==> src/rtl/pinbank_pkg.sv <==
package pinbank_pkg;
  localparam int REG_AW = 5;

  localparam logic [REG_AW-1:0] OFS_DOUT = 5'h00;
  localparam logic [REG_AW-1:0] OFS_DOE  = 5'h04;
  localparam logic [REG_AW-1:0] OFS_DIN  = 5'h08;
  localparam logic [REG_AW-1:0] OFS_PEND = 5'h0C;
  localparam logic [REG_AW-1:0] OFS_POL0 = 5'h10;
  localparam logic [REG_AW-1:0] OFS_IEN  = 5'h14;
  localparam logic [REG_AW-1:0] OFS_POL1 = 5'h18;
  localparam logic [REG_AW-1:0] OFS_ROUT = 5'h1C;

  localparam int LINES_PER_POL = 8;
  localparam int POL_STRIDE    = 4;

  // which polarity register holds line n
  function automatic int pol_reg_sel(input int n);
    return n / LINES_PER_POL;
  endfunction

  // bit position of line n inside its polarity register
  function automatic int pol_bit_pos(input int n);
    return POL_STRIDE * (n % LINES_PER_POL);
  endfunction

  // a line is active when its level differs from its polarity bit
  function automatic logic lvl_hit(input logic lvl, input logic pol);
    return lvl ^ pol;
  endfunction
endpackage

==> src/rtl/pinbank_sync.sv <==
module pinbank_sync #(
  parameter int WIDTH  = 12,
  parameter int STAGES = 2
) (
  input  logic             clk,
  input  logic             rst_n,
  input  logic [WIDTH-1:0] d,
  output logic [WIDTH-1:0] q
);
  logic [WIDTH-1:0] stg [STAGES];

  always_ff @(posedge clk or negedge rst_n) begin
    if (!rst_n) begin
      for (int s = 0; s < STAGES; s++) stg[s] <= '0;
    end else begin
      stg[0] <= d;
      for (int s = 1; s < STAGES; s++) stg[s] <= stg[s-1];
    end
  end

  assign q = stg[STAGES-1];
endmodule

==> src/rtl/pinbank_irq.sv <==
module pinbank_irq #(
  parameter int NUM_LINES = 12
) (
  input  logic                 clk,
  input  logic                 rst_n,
  input  logic [NUM_LINES-1:0] lvl_in,
  input  logic [NUM_LINES-1:0] pol_vec,
  input  logic [NUM_LINES-1:0] clr_mask,
  input  logic [NUM_LINES-1:0] ien,
  output logic [NUM_LINES-1:0] pend,
  output logic [NUM_LINES-1:0] hit,
  output logic                 irq
);
  import pinbank_pkg::*;

  logic [NUM_LINES-1:0] pend_q;
  logic [NUM_LINES-1:0] pend_d;

  for (genvar n = 0; n < NUM_LINES; n++) begin : g_det
    assign hit[n] = lvl_hit(lvl_in[n], pol_vec[n]);
  end

  // clear wins in its own cycle; a still-active line re-latches next cycle
  assign pend_d = (pend_q | hit) & ~clr_mask;

  always_ff @(posedge clk or negedge rst_n) begin
    if (!rst_n) pend_q <= '0;
    else        pend_q <= pend_d;
  end

  assign pend = pend_q;
  assign irq  = |(pend_q & ien);


  w1c_clears_chk: assert property (@(posedge clk) disable iff (!rst_n)
    (|clr_mask) |=> ((pend_q & $past(clr_mask)) == '0));


  active_latches_chk: assert property (@(posedge clk) disable iff (!rst_n)
    (|(hit & ~clr_mask)) |=>
      ((pend_q & $past(hit & ~clr_mask)) == $past(hit & ~clr_mask)));


  no_spurious_set_chk: assert property (@(posedge clk) disable iff (!rst_n)
    ((pend_q & ~$past(pend_q) & ~$past(hit)) == '0));


  masked_quiet_chk: assert property (@(posedge clk) disable iff (!rst_n)
    (ien == '0) |-> !irq);
endmodule

==> src/rtl/pinbank_regs.sv <==
module pinbank_regs #(
  parameter int NUM_LINES = 12,
  parameter int DATA_W    = 32
) (
  input  logic                           clk,
  input  logic                           rst_n,
  input  logic [pinbank_pkg::REG_AW-1:0] addr,
  input  logic                           wr,
  input  logic [DATA_W-1:0]              wdata,
  input  logic [NUM_LINES-1:0]           din,
  input  logic [NUM_LINES-1:0]           pend,
  output logic [NUM_LINES-1:0]           dout,
  output logic [NUM_LINES-1:0]           doe,
  output logic [NUM_LINES-1:0]           ien,
  output logic [NUM_LINES-1:0]           pol_vec,
  output logic [NUM_LINES-1:0]           clr_mask,
  output logic [DATA_W-1:0]              rdata
);
  import pinbank_pkg::*;

  localparam int PAD = DATA_W - NUM_LINES;

  logic [NUM_LINES-1:0] dout_q, doe_q, ien_q;
  logic [DATA_W-1:0]    pol0_q, pol1_q, rout_q;
  logic [DATA_W-1:0]    rd_val, rdata_q;
  logic                 we_dout, we_doe, we_ien, we_pol0, we_pol1, we_rout, we_pend;

  function automatic logic [DATA_W-1:0] widen(input logic [NUM_LINES-1:0] v);
    return {{PAD{1'b0}}, v};
  endfunction

  assign we_dout = wr && (addr == OFS_DOUT);
  assign we_doe  = wr && (addr == OFS_DOE);
  assign we_ien  = wr && (addr == OFS_IEN);
  assign we_pol0 = wr && (addr == OFS_POL0);
  assign we_pol1 = wr && (addr == OFS_POL1);
  assign we_rout = wr && (addr == OFS_ROUT);
  assign we_pend = wr && (addr == OFS_PEND);

  always_ff @(posedge clk or negedge rst_n) begin
    if (!rst_n) begin
      dout_q <= '0;
      doe_q  <= '0;
      ien_q  <= '0;
      pol0_q <= '0;
      pol1_q <= '0;
      rout_q <= '0;
    end else begin
      if (we_dout) dout_q <= wdata[NUM_LINES-1:0];
      if (we_doe)  doe_q  <= wdata[NUM_LINES-1:0];
      if (we_ien)  ien_q  <= wdata[NUM_LINES-1:0];
      if (we_pol0) pol0_q <= wdata;
      if (we_pol1) pol1_q <= wdata;
      if (we_rout) rout_q <= wdata;
    end
  end

  // polarity bits picked from nibble-spaced positions of the two registers
  for (genvar n = 0; n < NUM_LINES; n++) begin : g_pol
    localparam int SEL = pol_reg_sel(n);
    localparam int POS = pol_bit_pos(n);
    if (SEL == 0) begin : g_lo
      assign pol_vec[n] = pol0_q[POS];
    end else begin : g_hi
      assign pol_vec[n] = pol1_q[POS];
    end
  end

  assign clr_mask = we_pend ? wdata[NUM_LINES-1:0] : '0;

  always_comb begin
    case (addr)
      OFS_DOUT: rd_val = widen(dout_q);
      OFS_DOE:  rd_val = widen(doe_q);
      OFS_DIN:  rd_val = widen(din);
      OFS_PEND: rd_val = widen(pend);
      OFS_POL0: rd_val = pol0_q;
      OFS_IEN:  rd_val = widen(ien_q);
      OFS_POL1: rd_val = pol1_q;
      OFS_ROUT: rd_val = rout_q;
      default:  rd_val = '0;
    endcase
  end

  always_ff @(posedge clk or negedge rst_n) begin
    if (!rst_n) rdata_q <= '0;
    else        rdata_q <= rd_val;
  end

  assign dout  = dout_q;
  assign doe   = doe_q;
  assign ien   = ien_q;
  assign rdata = rdata_q;


  dout_hold_chk: assert property (@(posedge clk) disable iff (!rst_n)
    !we_dout |=> $stable(dout_q));


  rout_isolated_chk: assert property (@(posedge clk) disable iff (!rst_n)
    we_rout |=> ($stable(dout_q) && $stable(doe_q) && $stable(ien_q)));
endmodule

==> src/rtl/pinbank_ctrl.sv <==
module pinbank_ctrl #(
  parameter int NUM_LINES = 12,
  parameter int DATA_W    = 32
) (
  input  logic                 clk,
  input  logic                 rst_n,
  input  logic [4:0]           bus_addr,
  input  logic                 bus_wr,
  input  logic [DATA_W-1:0]    bus_wdata,
  output logic [DATA_W-1:0]    bus_rdata,
  input  logic [NUM_LINES-1:0] pin_in,
  output logic [NUM_LINES-1:0] pin_out,
  output logic [NUM_LINES-1:0] pin_oe,
  output logic                 irq
);
  logic [NUM_LINES-1:0] lvl_sync;
  logic [NUM_LINES-1:0] pend_w, hit_w, ien_w, pol_w, clr_w;

  pinbank_sync #(.WIDTH(NUM_LINES), .STAGES(2)) u_sync (
    .clk(clk), .rst_n(rst_n), .d(pin_in), .q(lvl_sync)
  );

  pinbank_regs #(.NUM_LINES(NUM_LINES), .DATA_W(DATA_W)) u_regs (
    .clk(clk), .rst_n(rst_n), .addr(bus_addr), .wr(bus_wr), .wdata(bus_wdata),
    .din(lvl_sync), .pend(pend_w), .dout(pin_out), .doe(pin_oe), .ien(ien_w),
    .pol_vec(pol_w), .clr_mask(clr_w), .rdata(bus_rdata)
  );

  pinbank_irq #(.NUM_LINES(NUM_LINES)) u_irq (
    .clk(clk), .rst_n(rst_n), .lvl_in(lvl_sync), .pol_vec(pol_w),
    .clr_mask(clr_w), .ien(ien_w), .pend(pend_w), .hit(hit_w), .irq(irq)
  );


  irq_has_source_chk: assert property (@(posedge clk) disable iff (!rst_n)
    irq |-> (pend_w != '0));
endmodule

==> config.mk <==
export PLATFORM = sky130hd
export DESIGN_NAME = pinbank_ctrl
export DESIGN_NICKNAME = d
export VERILOG_FILES = /design/src/rtl/pinbank_pkg.sv /design/src/rtl/pinbank_sync.sv /design/src/rtl/pinbank_irq.sv /design/src/rtl/pinbank_regs.sv /design/src/rtl/pinbank_ctrl.sv
export SDC_FILE = /design/constraint.sdc
export NUM_CORES = 1
export LEC_CHECK = 0
export ABC_AREA = 0
export BUFFER_PORTS_ARGS = -buffer_cell sky130_fd_sc_hd__buf_2
export CORE_AREA = 2 2 177 110
export CTS_BUF_LIST = sky130_fd_sc_hd__clkbuf_16
export CTS_CLUSTER_DIAMETER = 120
export CTS_CLUSTER_SIZE = 10
export DETAILED_ROUTE_END_ITERATION = 16
export DIE_AREA = 0 0 179 112
export HOLD_SLACK_MARGIN = 0.1
export PLACE_DENSITY = 0.71
export SLEW_MARGIN = 5
export SYNTH_ARGS = -nofsm -noshare
export SYNTH_HDL_FRONTEND = slang
export SYNTH_SLANG_ARGS = --single-unit
==> constraint.sdc <==
create_clock -name clk -period 1.08 [get_ports clk]
set_input_delay 0.108 -clock clk [delete_from_list [all_inputs] [get_ports clk]]
set_output_delay 0.108 -clock clk [all_outputs]
set_load 0.02 [all_outputs]
=== Yosys cells after proc, flatten, opt, wreduce, memory -nomap -nowiden ===
Index checks and enable logic that the tools add are counted.

* Add/sub/neg operators: 0
* $mul: 0
* Div/mod/pow operators: 0
* $lt $le $gt $ge: 0
* Eq/ne operators: 7
* Shift operators: 0
* Mux-type cells: 2
* Bitwise gates (word level): 16
* Reductions and logical operators: 9

{| class="wikitable"
|+ Operators with widths
! kind !! number
|-
| one-hot mux 32 bit (8 select lines) || 1
|-
| bitwise AND 12 bit || 2
|-
| equality test 5 bit (second input constant) || 4
|-
| 2-to-1 mux 12 bit || 1
|-
| NOT 12 bit || 1
|-
| OR 12 bit || 1
|-
| OR reduction 12 bit || 1
|-
| XOR 1 bit || 12
|-
| equality test 5 x 4 -> 1 bit (second input constant) || 2
|-
| logical AND 1 bit || 7
|-
| equality test 5 x 3 -> 1 bit (second input constant) || 1
|-
| zero test 5 bit || 1
|}

* Register bits: 200
* Latch bits: 0
* Bits in writable memories: 0
* Memory bits (read-only): 0
* Output and inout port bits: 57
* Word-level logic and storage cells: 44
* Memories kept: 0

=== Logic depth before layout (Yosys ltp) ===
Gate-level depths: netlist (run 1).

* Depth in word-level cells: 5
* Depth in mapped cells: 6
* Gate-level depth less buffers: 3

=== By module ===
Synthesis (run 1) repeated with hierarchy kept, for this count alone.

* Cell total of the unflattened synthesis: 578
* Area total of the unflattened synthesis: 8410.6 µm²

{| class="wikitable"
|+ Modules (own cells, without submodules)
! module !! times used !! cells an instance !! area an instance (µm²) !! sequential area each (µm²)
|-
| pinbank_regs || 1 || 487 || 7148.1 || 4103.9
|-
| pinbank_sync || 1 || 36 || 690.7 || 600.6
|-
| pinbank_irq || 1 || 55 || 571.8 || 300.3
|}

=== Worst setup path after synthesis (run 1) ===
No wires, ideal clock.

* Kind: input port to flip-flop
* Start: in bus_addr[2]
* End: reg u_regs.rdata_q[1], in the netlist u_regs.rdata[1]
* Setup time: 142 ps
* Data arrival time: 1270 ps
* Data required time: 938 ps
* Setup slack: -333 ps
* Stages: 5
* Buffers on the path: 2
* Cell sequence: buf_2 -> buf_2 -> mux4_2 -> nand2_1 -> o221ai_1

* Longest elaborated chain between the ends: 2
* Elaborated cells on any way between the ends: 9
* Those cells by class: eq/ne: 7; mux: 1; reduce/logical: 1

{| class="wikitable"
|+ Ends and longest elaborated chain
! element !! RTL line !! RTL
|-
| start: declaration || pinbank_ctrl.sv:7 || <nowiki>input logic [4:0] bus_addr,</nowiki>
|-
| equality test 5 bit (tied with other cells) || pinbank_regs.sv:72 || <nowiki>case (addr)</nowiki>
|-
| one-hot mux 32 bit (8 select lines) * || pinbank_regs.sv:72 ||
|-
| net u_regs.rd_val[1] || pinbank_regs.sv:25 || <nowiki>logic [DATA_W-1:0] rd_val, rdata_q;</nowiki>
|-
| end signal: assignment || pinbank_regs.sv:87 || <nowiki>else rdata_q <= rd_val;</nowiki>
|-
| end: declaration || pinbank_regs.sv:25 ||
|}

The timed path passes the listed nets; every way through them passes the cells marked *.
A chain may end at the register's enable or synchronous reset.

=== Final worst setup path (run 1) ===
* Start: reg u_regs.ien_q[1], in the netlist u_regs.ien[1]
* End: out irq

* Longest elaborated chain between the ends: 2

{| class="wikitable"
|+ Ends and longest elaborated chain
! element !! RTL line !! RTL
|-
| start: declaration || pinbank_regs.sv:23 || <nowiki>logic [NUM_LINES-1:0] dout_q, doe_q, ien_q;</nowiki>
|-
| start signal: assignment || pinbank_regs.sv:51 || <nowiki>if (we_ien) ien_q <= wdata[NUM_LINES-1:0];</nowiki>
|-
| bitwise AND 12 bit || pinbank_irq.sv:32 || <nowiki>assign irq = |(pend_q & ien);</nowiki>
|-
| OR reduction 12 bit || pinbank_irq.sv:32 ||
|-
| end: declaration || pinbank_ctrl.sv:14 || <nowiki>output logic irq</nowiki>
|}

No other way between the ends.

==> results of run 1 <==
-- cells by family (layout without fill, tap and decap cells) --
group	Yosys count	after routing	share of synthesized area, %
AO/OA/AOI/OAI	50	50	3.90
flip-flops	200	200	61.4
AND/OR/NAND/NOR	81	81	4.74
XOR/XNOR	12	12	1.29
buffers and inverters	31	283	1.76
multiplexers	188	188	26.9
-- final cells by class --
| type | instances | area [um2] |
|---|---|---|
| clock buffer | 17 | 425 |
| clock inverter | 14 | 138 |
| fill | 1370 | 7180 |
| multi-input combinational | 331 | 3160 |
| sequential | 200 | 5000 |
| tap | 246 | 308 |
| timing repair buffer | 252 | 2270 |
-- flip-flops by register name, indices dropped and copies added, names as in the netlist --
name	cells
u_regs.pol0_q	32
u_regs.pol1_q	32
u_regs.rdata	32
u_regs.rout_q	32
u_irq.pend	12
u_regs.doe	12
u_regs.dout	12
u_regs.ien	12
u_sync.q	12
u_sync.stg	12
-- stage by stage --
step | utilization (%) | power, mW | TNS (ns) | instances
6_report | 61.2 | 19.3 | -2.35 | 1060
5_1_grt | 61.2 | 20.2 | -3.50 | 1060
4_1_cts | 60.4 | 19.3 | -2.39 | 1057
3_5_place_dp | 52.0 | 12.4 | -43.25 | 952
3_3_place_gp | 52.0 | 12.2 | -41.47 | 952
2_1_floorplan | - | 11.1 | -11.16 | 562
-- critical path, cell delays in order, from the launching register on --
cell and delay [ns]:
sky130_fd_sc_hd__dfrtp_1 0.39, sky130_fd_sc_hd__a22o_1 0.27, sky130_fd_sc_hd__a221oi_2 0.24, sky130_fd_sc_hd__nand3_2 0.10, sky130_fd_sc_hd__buf_6 0.15
-- power breakdown --
part	switching [mW]	internal, mW	total, mW
clock	2.95	3.23	6.18
combinational	1.61	2.30	3.91
sequential	0.644	8.55	9.20
total	5.21	14.1	19.3
-- synth_stat cells (all sizes together) --
| cell | count |
|---|---|
| a21oi | 32 |
| a221oi | 3 |
| a22o | 3 |
| and2 | 1 |
| and3 | 1 |
| buf | 23 |
| clkbuf | 8 |
| dfrtp | 200 |
| mux2 | 132 |
| mux2i | 44 |
| mux4 | 12 |
| nand2 | 34 |
| nand2b | 1 |
| nand3 | 6 |
| nand4b | 1 |
| nor2 | 14 |
| nor2b | 1 |
| nor3 | 1 |
| nor3b | 1 |
| o221ai | 12 |
| or2 | 20 |
| xor2 | 12 |
-- worst max-delay path by stage --
stage | startpoint | endpoint | slack [ns] | depth (start not counted)
finish | u_regs.ien[1]$_DFFE_PN0P_ | irq | -0.62 | 4
global route | u_regs.ien[7]$_DFFE_PN0P_ | irq | -0.70 | 4
CTS | u_regs.ien[7]$_DFFE_PN0P_ | irq | -0.62 | 4
detailed placement | bus_addr[2] | u_regs.rdata[4]$_DFF_PN0_ | -0.33 | 5
global placement | bus_addr[2] | u_regs.rdata[4]$_DFF_PN0_ | -0.31 | 5
floorplan | bus_addr[3] | u_regs.rout_q[10]$_DFFE_PN0P_ | -0.13 | 5
-- routing by layer --
layer  routed length (um)  vias to the layer above
met5                    0                        -
met4                  268                        0
met3                 1060                       22
met2                 9280                      143
met1                 9670                     2884
li1                     -                     2497
-- what timing repair did --
item / 4_1_cts / 5_1_grt
endpoints found under the hold margin: 356 / 0
gates cloned: 0 / 0
resized for setup: 96 / 36
setup buffers: 29 / 4
pin swaps: 6 / 2
hold buffers: 45 / 0
setup endpoints to repair: 49 / 64
==> key figures, run 1 <==
Routing
  • Detailed-routing iteration count for the pre-antenna-repair pass: 5
  • DR DRC count: 0
  • Average wire per cell in the routed design: 19.1 um
  • Post-DR vias/cell: 5.23
  • Overall via count from detail_route: 5546
  • First DRT Iteration DRCs: 461
  • Routed WL: 20300 um
  • Remaining antenna violation count after routing: 0

Timing
  • Share of the clock period used by the worst path: 157%
  • Count of final hold-check violations: 0
  • Fmax: 590 MHz
  • Worst Hold Margin: 0.162 ns
  • Crit path setup slack, layout: -0.616 ns
  • Slew of the pin with the lowest slew margin: 0.362 ns
  • Pins Over Slew Limit: 0
  • Tightest slew margin relative to the limit: 75.9%
  • Setup repair after global routing missed its margin: true
  • Final worst clock skew: 0.0106 ns
  • Final setup violating endpoints: 16
  • Time the final worst path needs with I/O delays and setup: 1.70 ns

GRT
  • Number of global-route vias before repair: 5894
  • Remaining global-route overflow: 0
  • Most congested layer reported by global routing: met2
  • Number of antenna violations at the first check in global routing: 0
  • GRT Total Usage: 21.4%
  • GR Util met1: 31.2%
  • Pin count of the biggest net entering global routing: 45
  • First-pass GRT wire length: 32500 um
  • Met2 track demand over resource in global routing: 32.5%
  • Met3 GRT Util: 4.47%

Logic synthesis
  • Net Count, Synth: 614
  • Yosys warnings: 0
  • Area of the mapped netlist: 0.00816 mm2
  • Portion of synthesized cell area occupied by the leading cell type: 61.4%
  • Synth Area per Inst: 14.5 um2
  • Synthesized instance count: 562
  • Number of storage elements in the synthesis netlist: 200
  • Fraction of the yosys area taken by sequential cells: 61.4%
  • Number of unique standard cell types used by synthesis: 24
  • Synth area leader: sky130_fd_sc_hd__dfrtp_1
  • Biggest area contributors in the synthesized netlist: sky130_fd_sc_hd__dfrtp_1, sky130_fd_sc_hd__mux2_2, sky130_fd_sc_hd__mux2i_1

CTS
  • Cell chosen for the clock root: sky130_fd_sc_hd__clkbuf_16
  • Clk sinks: 200
  • Number of buffers added by the clock tree synthesis step: 17
  • TritonCTS clock tree: built
  • Clock buffer depth: 2
  • H-tree depth reported by CTS: 4
  • Clock transition at the register clock pins on the worst setup and hold paths after CTS: 0.08 ns
  • Clock network latency to the later pin of the worst-skew pair: 0.43 ns

Worst setup path
  • R2R depth: 5
  • Worst reg2reg endpoint: u_regs.rdata[7]$_DFF_PN0_
  • Slack of the worst reg-to-reg path: -0.29 ns
  • Critical Path RT: 0.97 ns
  • Worst-path fanout max: 2
  • Critical Path End Type: output pin
  • Arrival time at the worst endpoint: 1.59 ns
  • R2r startpoint: u_regs.ien[7]$_DFFE_PN0P_
  • Type of element launching the critical path: flip-flop
  • Crit path kind: reg -> out

Layout
  • Layout overhead on the synthesized area: 38.7%
  • Most common cell after layout, fill and taps aside: sky130_fd_sc_hd__dfrtp_1
  • Final net count: 854
  • Ratio of cells with drive above 1 in the final layout: 52.7%
  • Count of inserted antenna diode cells: 0
  • Post-layout instance area: 0.0113 mm2
  • Leading cell types in the layout, fill and taps excluded: sky130_fd_sc_hd__dfrtp_1, sky130_fd_sc_hd__mux2_2, sky130_fd_sc_hd__buf_4

Pwr
  • Worst supply voltage drop on vdd: 1.38 mV
  • P_leak: 5.35 nW
  • Power Dens Cells: 1710 mW/mm2

Placed design
  • HPWL after detailed placement: 13400 um
  • Setup WS pre-CTS: -0.333 ns
  • Placed cell areas: 0.00961 mm2
  • Number of port buffers: 108
  • Final weighted congestion of routability-driven global placement: 0.825

Floorplan
  • Height of the die: 112 um
  • Effective utilization at floorplan: 44.1%
  • Area of the die: 0.0200 mm2
  • Std-Cell Core Area: 0.0185 mm2
  • Die Width: 179 um
  • I/O pins: 109
  • Std cell rows: 39

Worst hold path
  • Worst hold path type: in -> async

Status
  • Failing checks: setup timing
  • Outcome: finished with violations

Job
  • Number of maximum-capacitance violations: 0
Power figures use the tool's default switching activity.
==> run 2, diff against run 1 <==
- CORE_AREA: 2 2 177 110 -> 2 2 188 116
- CTS_BUF_LIST: sky130_fd_sc_hd__clkbuf_16 -> sky130_fd_sc_hd__clkbuf_4
- DIE_AREA: 0 0 179 112 -> 0 0 190 118
- PLACE_DENSITY: 0.71 -> default
- PLACE_DENSITY_LB_ADDON: default -> 0.3
==> run 2 against run 1 <==
Net effect: the run ends with hold timing, setup timing left; critical endpoint unchanged; sequential power about the same; hold slack got worse by 0.19 ns; clock-buffer cell count unchanged; routed wire length increased by 4.0%; first-iteration DRC count decreased by 49%; critical path depth unchanged; largest cell class unchanged; register-to-register slack got worse by 0.11 ns; critical path type unchanged; cell count increased by 4.0%; setup slack got worse by 0.22 ns.
==> key figures, run 2 (same netlist as run 1, synthesis figures left out) <==
Routing
  • First DRT Iteration DRCs: 237 (was 461)
  • Detailed-routing iteration count for the pre-antenna-repair pass: 4 (was 5)
  • Post-DR vias/cell: 5.02 (was 5.23)
  • Overall via count from detail_route: 5527 (was 5546)
  • Remaining antenna violation count after routing: 0 (unchanged)
  • DR DRC count: 0 (unchanged)
  • Routed WL: 21100 um (was 20300 um)
  • Average wire per cell in the routed design: 19.1 um (about the same)

Worst setup path
  • R2r startpoint: u_regs.ien[5]$_DFFE_PN0P_ (was u_regs.ien[7]$_DFFE_PN0P_)
  • Critical Path RT: 0.97 ns (about the same)
  • Worst-path fanout max: 2 (unchanged)
  • Arrival time at the worst endpoint: 1.81 ns (was 1.59 ns)
  • Critical Path End Type: output pin (unchanged)
  • Worst reg2reg endpoint: u_regs.rdata[5]$_DFF_PN0_ (was u_regs.rdata[7]$_DFF_PN0_)
  • R2R depth: 5 (unchanged)
  • Setup crit end: irq (unchanged)
  • Crit path kind: reg -> out (unchanged)
  • Start point of the critical path: u_regs.ien[7]$_DFFE_PN0P_ (was u_regs.ien[1]$_DFFE_PN0P_)
  • Type of element launching the critical path: flip-flop (unchanged)
  • Slack of the worst reg-to-reg path: -0.40 ns (was -0.29 ns)

Layout
  • Post-Route Utilization: 54.0% (was 61.2%)
  • Most common cell after layout, fill and taps aside: sky130_fd_sc_hd__dfrtp_1 (unchanged)
  • Area taken by multi-input logic gates: 0.00320 mm2 (was 0.00316 mm2)
  • FF/Latch Area: 0.00501 mm2 (was 0.00500 mm2)
  • # fillers: 1729 (was 1370)
  • Leading cell types in the layout, fill and taps excluded: sky130_fd_sc_hd__dfrtp_1, sky130_fd_sc_hd__mux2_2, sky130_fd_sc_hd__buf_4 (unchanged)
  • Ratio of cells with drive above 1 in the final layout: 52.6% (was 52.7%)
  • Count of inserted antenna diode cells: 0 (unchanged)
  • Layout overhead on the synthesized area: 36.8% (was 38.7%)
  • Final net count: 863 (was 854)

CTS
  • Number of buffers added by the clock tree synthesis step: 17 (unchanged)
  • TritonCTS clock tree: built (unchanged)
  • Clk sinks: 200 (unchanged)
  • Clock transition at the register clock pins on the worst setup and hold paths after CTS: 0.17 ns (was 0.08 ns)
  • H-tree depth reported by CTS: 4 (unchanged)
  • Cell chosen for the clock root: sky130_fd_sc_hd__clkbuf_4 (was sky130_fd_sc_hd__clkbuf_16)
  • Clock buffer depth: 2 (unchanged)
  • Clock network latency to the later pin of the worst-skew pair: 0.58 ns (was 0.43 ns)

Timing
  • Final worst clock skew: 0.0192 ns (was 0.0106 ns)
  • Pins Over Slew Limit: 0 (unchanged)
  • Tightest slew margin relative to the limit: 78.4% (was 75.9%)
  • Fmax: 521 MHz (was 590 MHz)
  • Final setup TNS: -39.19 ns (was -2.35 ns)
  • Setup repair after global routing missed its margin: true (unchanged)
  • Worst Hold Margin: -0.0274 ns (was 0.162 ns)
  • Final setup violating endpoints: 169 (was 16)
  • Crit path setup slack, layout: -0.840 ns (was -0.616 ns)
  • Slew of the pin with the lowest slew margin: 0.324 ns (was 0.362 ns)
  • Time the final worst path needs with I/O delays and setup: 1.92 ns (was 1.70 ns)
  • Share of the clock period used by the worst path: 178% (was 157%)
  • Count of final hold-check violations: 19 (was 0)

Pwr
  • Power Dens Cells: 1560 mW/mm2 (was 1710 mW/mm2)
  • Worst supply voltage drop on vdd: 0.711 mV (was 1.38 mV)
  • P_leak: 5.26 nW (was 5.35 nW)
  • PnR Total Power: 17.4 mW (was 19.3 mW)

Placed design
  • Number of port buffers: 108 (unchanged)
  • HPWL after detailed placement: 14300 um (was 13400 um)
  • Setup WS pre-CTS: -0.384 ns (was -0.333 ns)
  • Final weighted congestion of routability-driven global placement: 0.791 (was 0.825)

GRT
  • GRT Total Usage: 19.7% (was 21.4%)
  • Pin count of the biggest net entering global routing: 37 (was 45)
  • Number of global-route vias before repair: 5999 (was 5894)
  • Number of antenna violations at the first check in global routing: 0 (unchanged)
  • Remaining global-route overflow: 0 (unchanged)
  • First-pass GRT wire length: 33600 um (was 32500 um)

Floorplan
  • Die Width: 190 um (was 179 um)
  • Std-Cell Core Area: 0.0207 mm2 (was 0.0185 mm2)
  • Area of the die: 0.0224 mm2 (was 0.0200 mm2)
  • Effective utilization at floorplan: 39.4% (was 44.1%)
  • Height of the die: 118 um (was 112 um)
  • I/O pins: 109 (unchanged)
  • Std cell rows: 41 (was 39)

Status
  • Outcome: finished with violations (unchanged)
  • Failing checks: hold timing, setup timing (was setup timing)

Worst hold path
  • Worst hold path type: in -> async (unchanged)

Job
  • Number of maximum-capacitance violations: 0 (unchanged)
[run 2: changes by cell type in the layout (fill, tap and decap cells not counted), sizes merged]
cell / change
inv: -3
clkinvlp: +2
bufinv: +2
buf: +1
dlygate4sd3: +8
clkinv: -1
[run 2: final cells by class]
| type | count | area share (%) |
|---|---|---|
| clock buffer | 17 | 1.14 |
| multi-input combinational | 331 | 28.6 |
| clock inverter | 14 | 1.55 |
| tap | 279 | 3.13 |
| sequential | 200 | 44.9 |
| timing repair buffer | 261 | 20.7 |
[run 2: repair_timing]
item                       4_1_cts  5_1_grt
setup endpoints to repair       69      171
resized for setup              137       11
cloned                           0        1
buffers inserted                24       11
hold buffers                    51        3
pin swaps                        7        8
hold endpoints to repair       382       35
[run 2: how the worst min path moves through the flow]
| stage | endpoint | depth (start not counted) |
|---|---|---|
| floorplan | u_irq.pend[0]$_DFF_PN0_ | 0 |
| global placement | u_regs.rdata[8]$_DFF_PN0_ | 1 |
| detailed placement | u_regs.rdata[8]$_DFF_PN0_ | 1 |
| CTS | u_regs.rdata[9]$_DFF_PN0_ | 2 |
| global route | u_regs.rout_q[15]$_DFFE_PN0P_ | 2 |
| finish | u_regs.rdata[9]$_DFF_PN0_ | 2 |
[run 2: through the flow]
step                      instance area, um2  hold WS (ns)  cells
after CTS                              11000       -0.0480   1090
after floorplan                         8260        -0.188    562
final                                  11200       -0.0274   1102
after global placement                  9560        0.0427    984
after detailed placement                9560        0.0459    984
after global routing                   11200       -0.0670   1102
[run 2: worst max-delay path: stages, from the launching register on]
cell and delay, ns:
sky130_fd_sc_hd__dfrtp_1 0.43, sky130_fd_sc_hd__a22o_4 0.30, sky130_fd_sc_hd__a221oi_4 0.22, sky130_fd_sc_hd__nand3_2 0.13, sky130_fd_sc_hd__buf_6 0.15
[run 2: metal layers]
layer	up-vias	track usage, %	wire length (um)
li1	2503	-	-
met4	0	4.70	224
met3	20	4.80	1040
met1	2881	28.5	10100
met2	123	30.0	9680
met5	-	0	0
[run 2: where the power goes]
group | leakage, nW | total [mW] | switching [mW] | internal, mW
Combinational | 2.60 | 3.96 | 1.62 | 2.34
Clock | 0.149 | 4.17 | 2.56 | 1.61
Sequential | 2.51 | 9.22 | 0.674 | 8.55
Total | 5.26 | 17.4 | 4.86 | 12.5
==> run 3, diff against run 2 <==
- PLACE_DENSITY: default -> 0.64
- PLACE_DENSITY_LB_ADDON: 0.3 -> default
==> run 3 against run 2 <==
Net effect: the flow finishes with violations (setup timing); core utilization grew 0.67 points; first-iteration DRC count grew 5.9%; largest power group unchanged; die area is the same; cell area grew 1.2%.
==> key figures, run 3 (same netlist as run 1, synthesis figures left out) <==
Status
  • Outcome: finished with violations (unchanged)
  • Failing checks: setup timing (was hold timing, setup timing)

Worst hold path
  • Worst hold path type: in -> reg (was in -> async)

Routing
  • Overall via count from detail_route: 5564 (was 5527)
  • Remaining antenna violation count after routing: 0 (unchanged)
  • Average wire per cell in the routed design: 18.6 um (was 19.1 um)
  • DR DRC count: 0 (unchanged)
  • First DRT Iteration DRCs: 251 (was 237)
  • Post-DR vias/cell: 5.03 (was 5.02)
  • Detailed-routing iteration count for the pre-antenna-repair pass: 4 (unchanged)
  • Routed WL: 20500 um (was 21100 um)

Timing
  • Fmax: 534 MHz (was 521 MHz)
  • Final setup violating endpoints: 97 (was 169)
  • Final worst clock skew: 0.0209 ns (was 0.0192 ns)
  • Time the final worst path needs with I/O delays and setup: 1.87 ns (was 1.92 ns)
  • Setup repair after global routing missed its margin: true (unchanged)
  • Crit path setup slack, layout: -0.793 ns (was -0.840 ns)
  • Tightest slew margin relative to the limit: 76.1% (was 78.4%)
  • Pins Over Slew Limit: 0 (unchanged)
  • Worst Hold Margin: 0.141 ns (was -0.0274 ns)
  • Share of the clock period used by the worst path: 173% (was 178%)
  • Slew of the pin with the lowest slew margin: 0.359 ns (was 0.324 ns)
  • Count of final hold-check violations: 0 (was 19)

GRT
  • Met2 track demand over resource in global routing: 29.7% (was 30.0%)
  • Met3 GRT Util: 4.44% (was 4.80%)
  • Number of global-route vias before repair: 5993 (was 5999)
  • Most congested layer reported by global routing: met2 (unchanged)
  • Remaining global-route overflow: 0 (unchanged)
  • First-pass GRT wire length: 32600 um (was 33600 um)
  • Number of antenna violations at the first check in global routing: 1 (was 0)
  • GR Util met1: 27.0% (was 28.5%)
  • Pin count of the biggest net entering global routing: 39 (was 37)
  • GRT Total Usage: 19.2% (was 19.7%)

Worst setup path
  • CP max-delay cell: sky130_fd_sc_hd__dfrtp_1 (unchanged)
  • Worst-path fanout max: 3 (was 2)
  • Critical Path RT: 0.97 ns (about the same)
  • Crit path kind: reg -> out (unchanged)
  • Cell breakdown of the critical path: a22o_1 -> a221oi_2 -> nand3_2 -> buf_6 (was a22o_4 -> a221oi_4 -> nand3_2 -> buf_6)
  • Critical Path End Type: output pin (unchanged)
  • Arrival time at the worst endpoint: 1.77 ns (was 1.81 ns)
  • Delay of the slowest cell on the worst path: 0.44 ns (was 0.43 ns)
  • Buffering stage count on the worst path with inverters included: 1 (unchanged)
  • CP delay by family, top: compound AO/OA/AOI/OAI gates (unchanged)
  • Type of element launching the critical path: flip-flop (unchanged)
  • Slack of the worst reg-to-reg path: -0.26 ns (was -0.40 ns)

Pwr
  • Worst supply voltage drop on vdd: 0.824 mV (was 0.711 mV)
  • Power Dens Cells: 1560 mW/mm2 (about the same)
  • P_leak: 5.33 nW (was 5.26 nW)
  • PnR Total Power: 17.6 mW (was 17.4 mW)

Layout
  • Final net count: 865 (was 863)
  • # fillers: 1713 (was 1729)
  • Layout overhead on the synthesized area: 38.5% (was 36.8%)
  • Post-Route Utilization: 54.6% (was 54.0%)
  • Area taken by multi-input logic gates: 0.00315 mm2 (was 0.00320 mm2)
  • Leading cell types in the layout, fill and taps excluded: sky130_fd_sc_hd__dfrtp_1, sky130_fd_sc_hd__mux2_2, sky130_fd_sc_hd__buf_4 (unchanged)
  • Number of non-filler instances in the completed layout: 1106 (was 1102)
  • Ratio of cells with drive above 1 in the final layout: 51.8% (was 52.6%)
  • FF/Latch Area: 0.00500 mm2 (was 0.00501 mm2)
  • Most common cell after layout, fill and taps aside: sky130_fd_sc_hd__dfrtp_1 (unchanged)

Floorplan
  • Area of the die: 0.0224 mm2 (unchanged)
  • I/O pins: 109 (unchanged)
  • Effective utilization at floorplan: 39.4% (unchanged)
  • Std-Cell Core Area: 0.0207 mm2 (unchanged)
  • Std cell rows: 41 (unchanged)
  • Height of the die: 118 um (unchanged)
  • Die Width: 190 um (unchanged)

CTS
  • Number of buffers added by the clock tree synthesis step: 17 (unchanged)
  • Cell chosen for the clock root: sky130_fd_sc_hd__clkbuf_4 (unchanged)
  • Clock transition at the register clock pins on the worst setup and hold paths after CTS: 0.17 ns (about the same)
  • Clock network latency to the later pin of the worst-skew pair: 0.60 ns (was 0.58 ns)
  • Clk sinks: 200 (unchanged)
  • Clock buffer depth: 2 (unchanged)
  • TritonCTS clock tree: built (unchanged)
  • H-tree depth reported by CTS: 4 (unchanged)

Placed design
  • Number of port buffers: 108 (unchanged)
  • Final weighted congestion of routability-driven global placement: 0.776 (was 0.791)
  • HPWL after detailed placement: 14100 um (was 14300 um)
  • Placed cell count: 985 (was 984)

Job
  • Number of maximum-capacitance violations: 0 (unchanged)
run 3: cell count changes in the layout (fill, tap and decap cells not counted), sizes merged:
cell         delta
buf             -2
bufinv          +1
clkinv          +1
clkinvlp        -2
diode           +1
dlygate4sd3     +4
inv             +1
run 3: path summary, 6_finish.rpt:
kind,to,startpoint,depth (start not counted)
worst max-delay path,irq,u_regs.ien[4]$_DFFE_PN0P_,4
worst min-delay path,u_regs.pol0_q[11]$_DFFE_PN0P_,bus_addr[1],5
worst max register to register,u_regs.rdata[8]$_DFF_PN0_,u_regs.ien[8]$_DFFE_PN0P_,4
worst min register to register,u_sync.q[9]$_DFF_PN0_,u_sync.stg[21]$_DFF_PN0_,0
max in group asynchronous,u_regs.dout[11]$_DFFE_PN0P_,rst_n,4
min in group asynchronous,u_regs.rout_q[30]$_DFFE_PN0P_,rst_n,3
run 3: what timing repair did:
| item | in CTS | in global routing |
|---|---|---|
| gates resized for setup | 134 | 6 |
| setup buffers | 25 | 5 |
| setup endpoints to repair | 69 | 121 |
| pin swaps | 5 | 3 |
| hold buffers | 57 | 0 |
| endpoints found under the hold margin | 374 | 0 |
| gates cloned | 0 | 1 |
run 3: per-layer routing:
metal  part of all wire, %  vias up
met3                   4.5       16
met4                   1.4        0
met1                    48     2907
met5                     0        -
li1                      -     2514
met2                    47      127
run 3: through the flow:
stage	setup slack, ns	setup TNS (ns)	area, um2
finish	-0.793	-12.55	11300
global route	-0.903	-17.39	11300
CTS	-0.870	-15.03	11200
detailed placement	-0.353	-46.78	9670
global placement	-0.329	-42.19	9670
floorplan	-0.131	-11.16	8260
run 3: tightest hold or removal path, cell delays in order:
cell,delay (ns)
sky130_fd_sc_hd__buf_2,0.11
sky130_fd_sc_hd__nor3b_4,0.06
sky130_fd_sc_hd__nand3_2,0.13
sky130_fd_sc_hd__buf_12,0.16
sky130_fd_sc_hd__mux2_2,0.15
run 3: power by group:
| part | internal (mW) | switching [mW] | total (mW) |
|---|---|---|---|
| Clock | 1.89 | 2.64 | 4.53 |
| Combinational | 2.32 | 1.59 | 3.90 |
| Sequential | 8.55 | 0.654 | 9.20 |
| Total | 12.8 | 4.88 | 17.6 |
run 3: area by class of cell:
type / count / area share [%]
sequential: 200 / 44.3
tap: 279 / 3.09
antenna: 1 / 0.0222
multi-input combinational: 331 / 27.9
timing repair buffer: 263 / 21.6
clock inverter: 15 / 1.88
clock buffer: 17 / 1.13
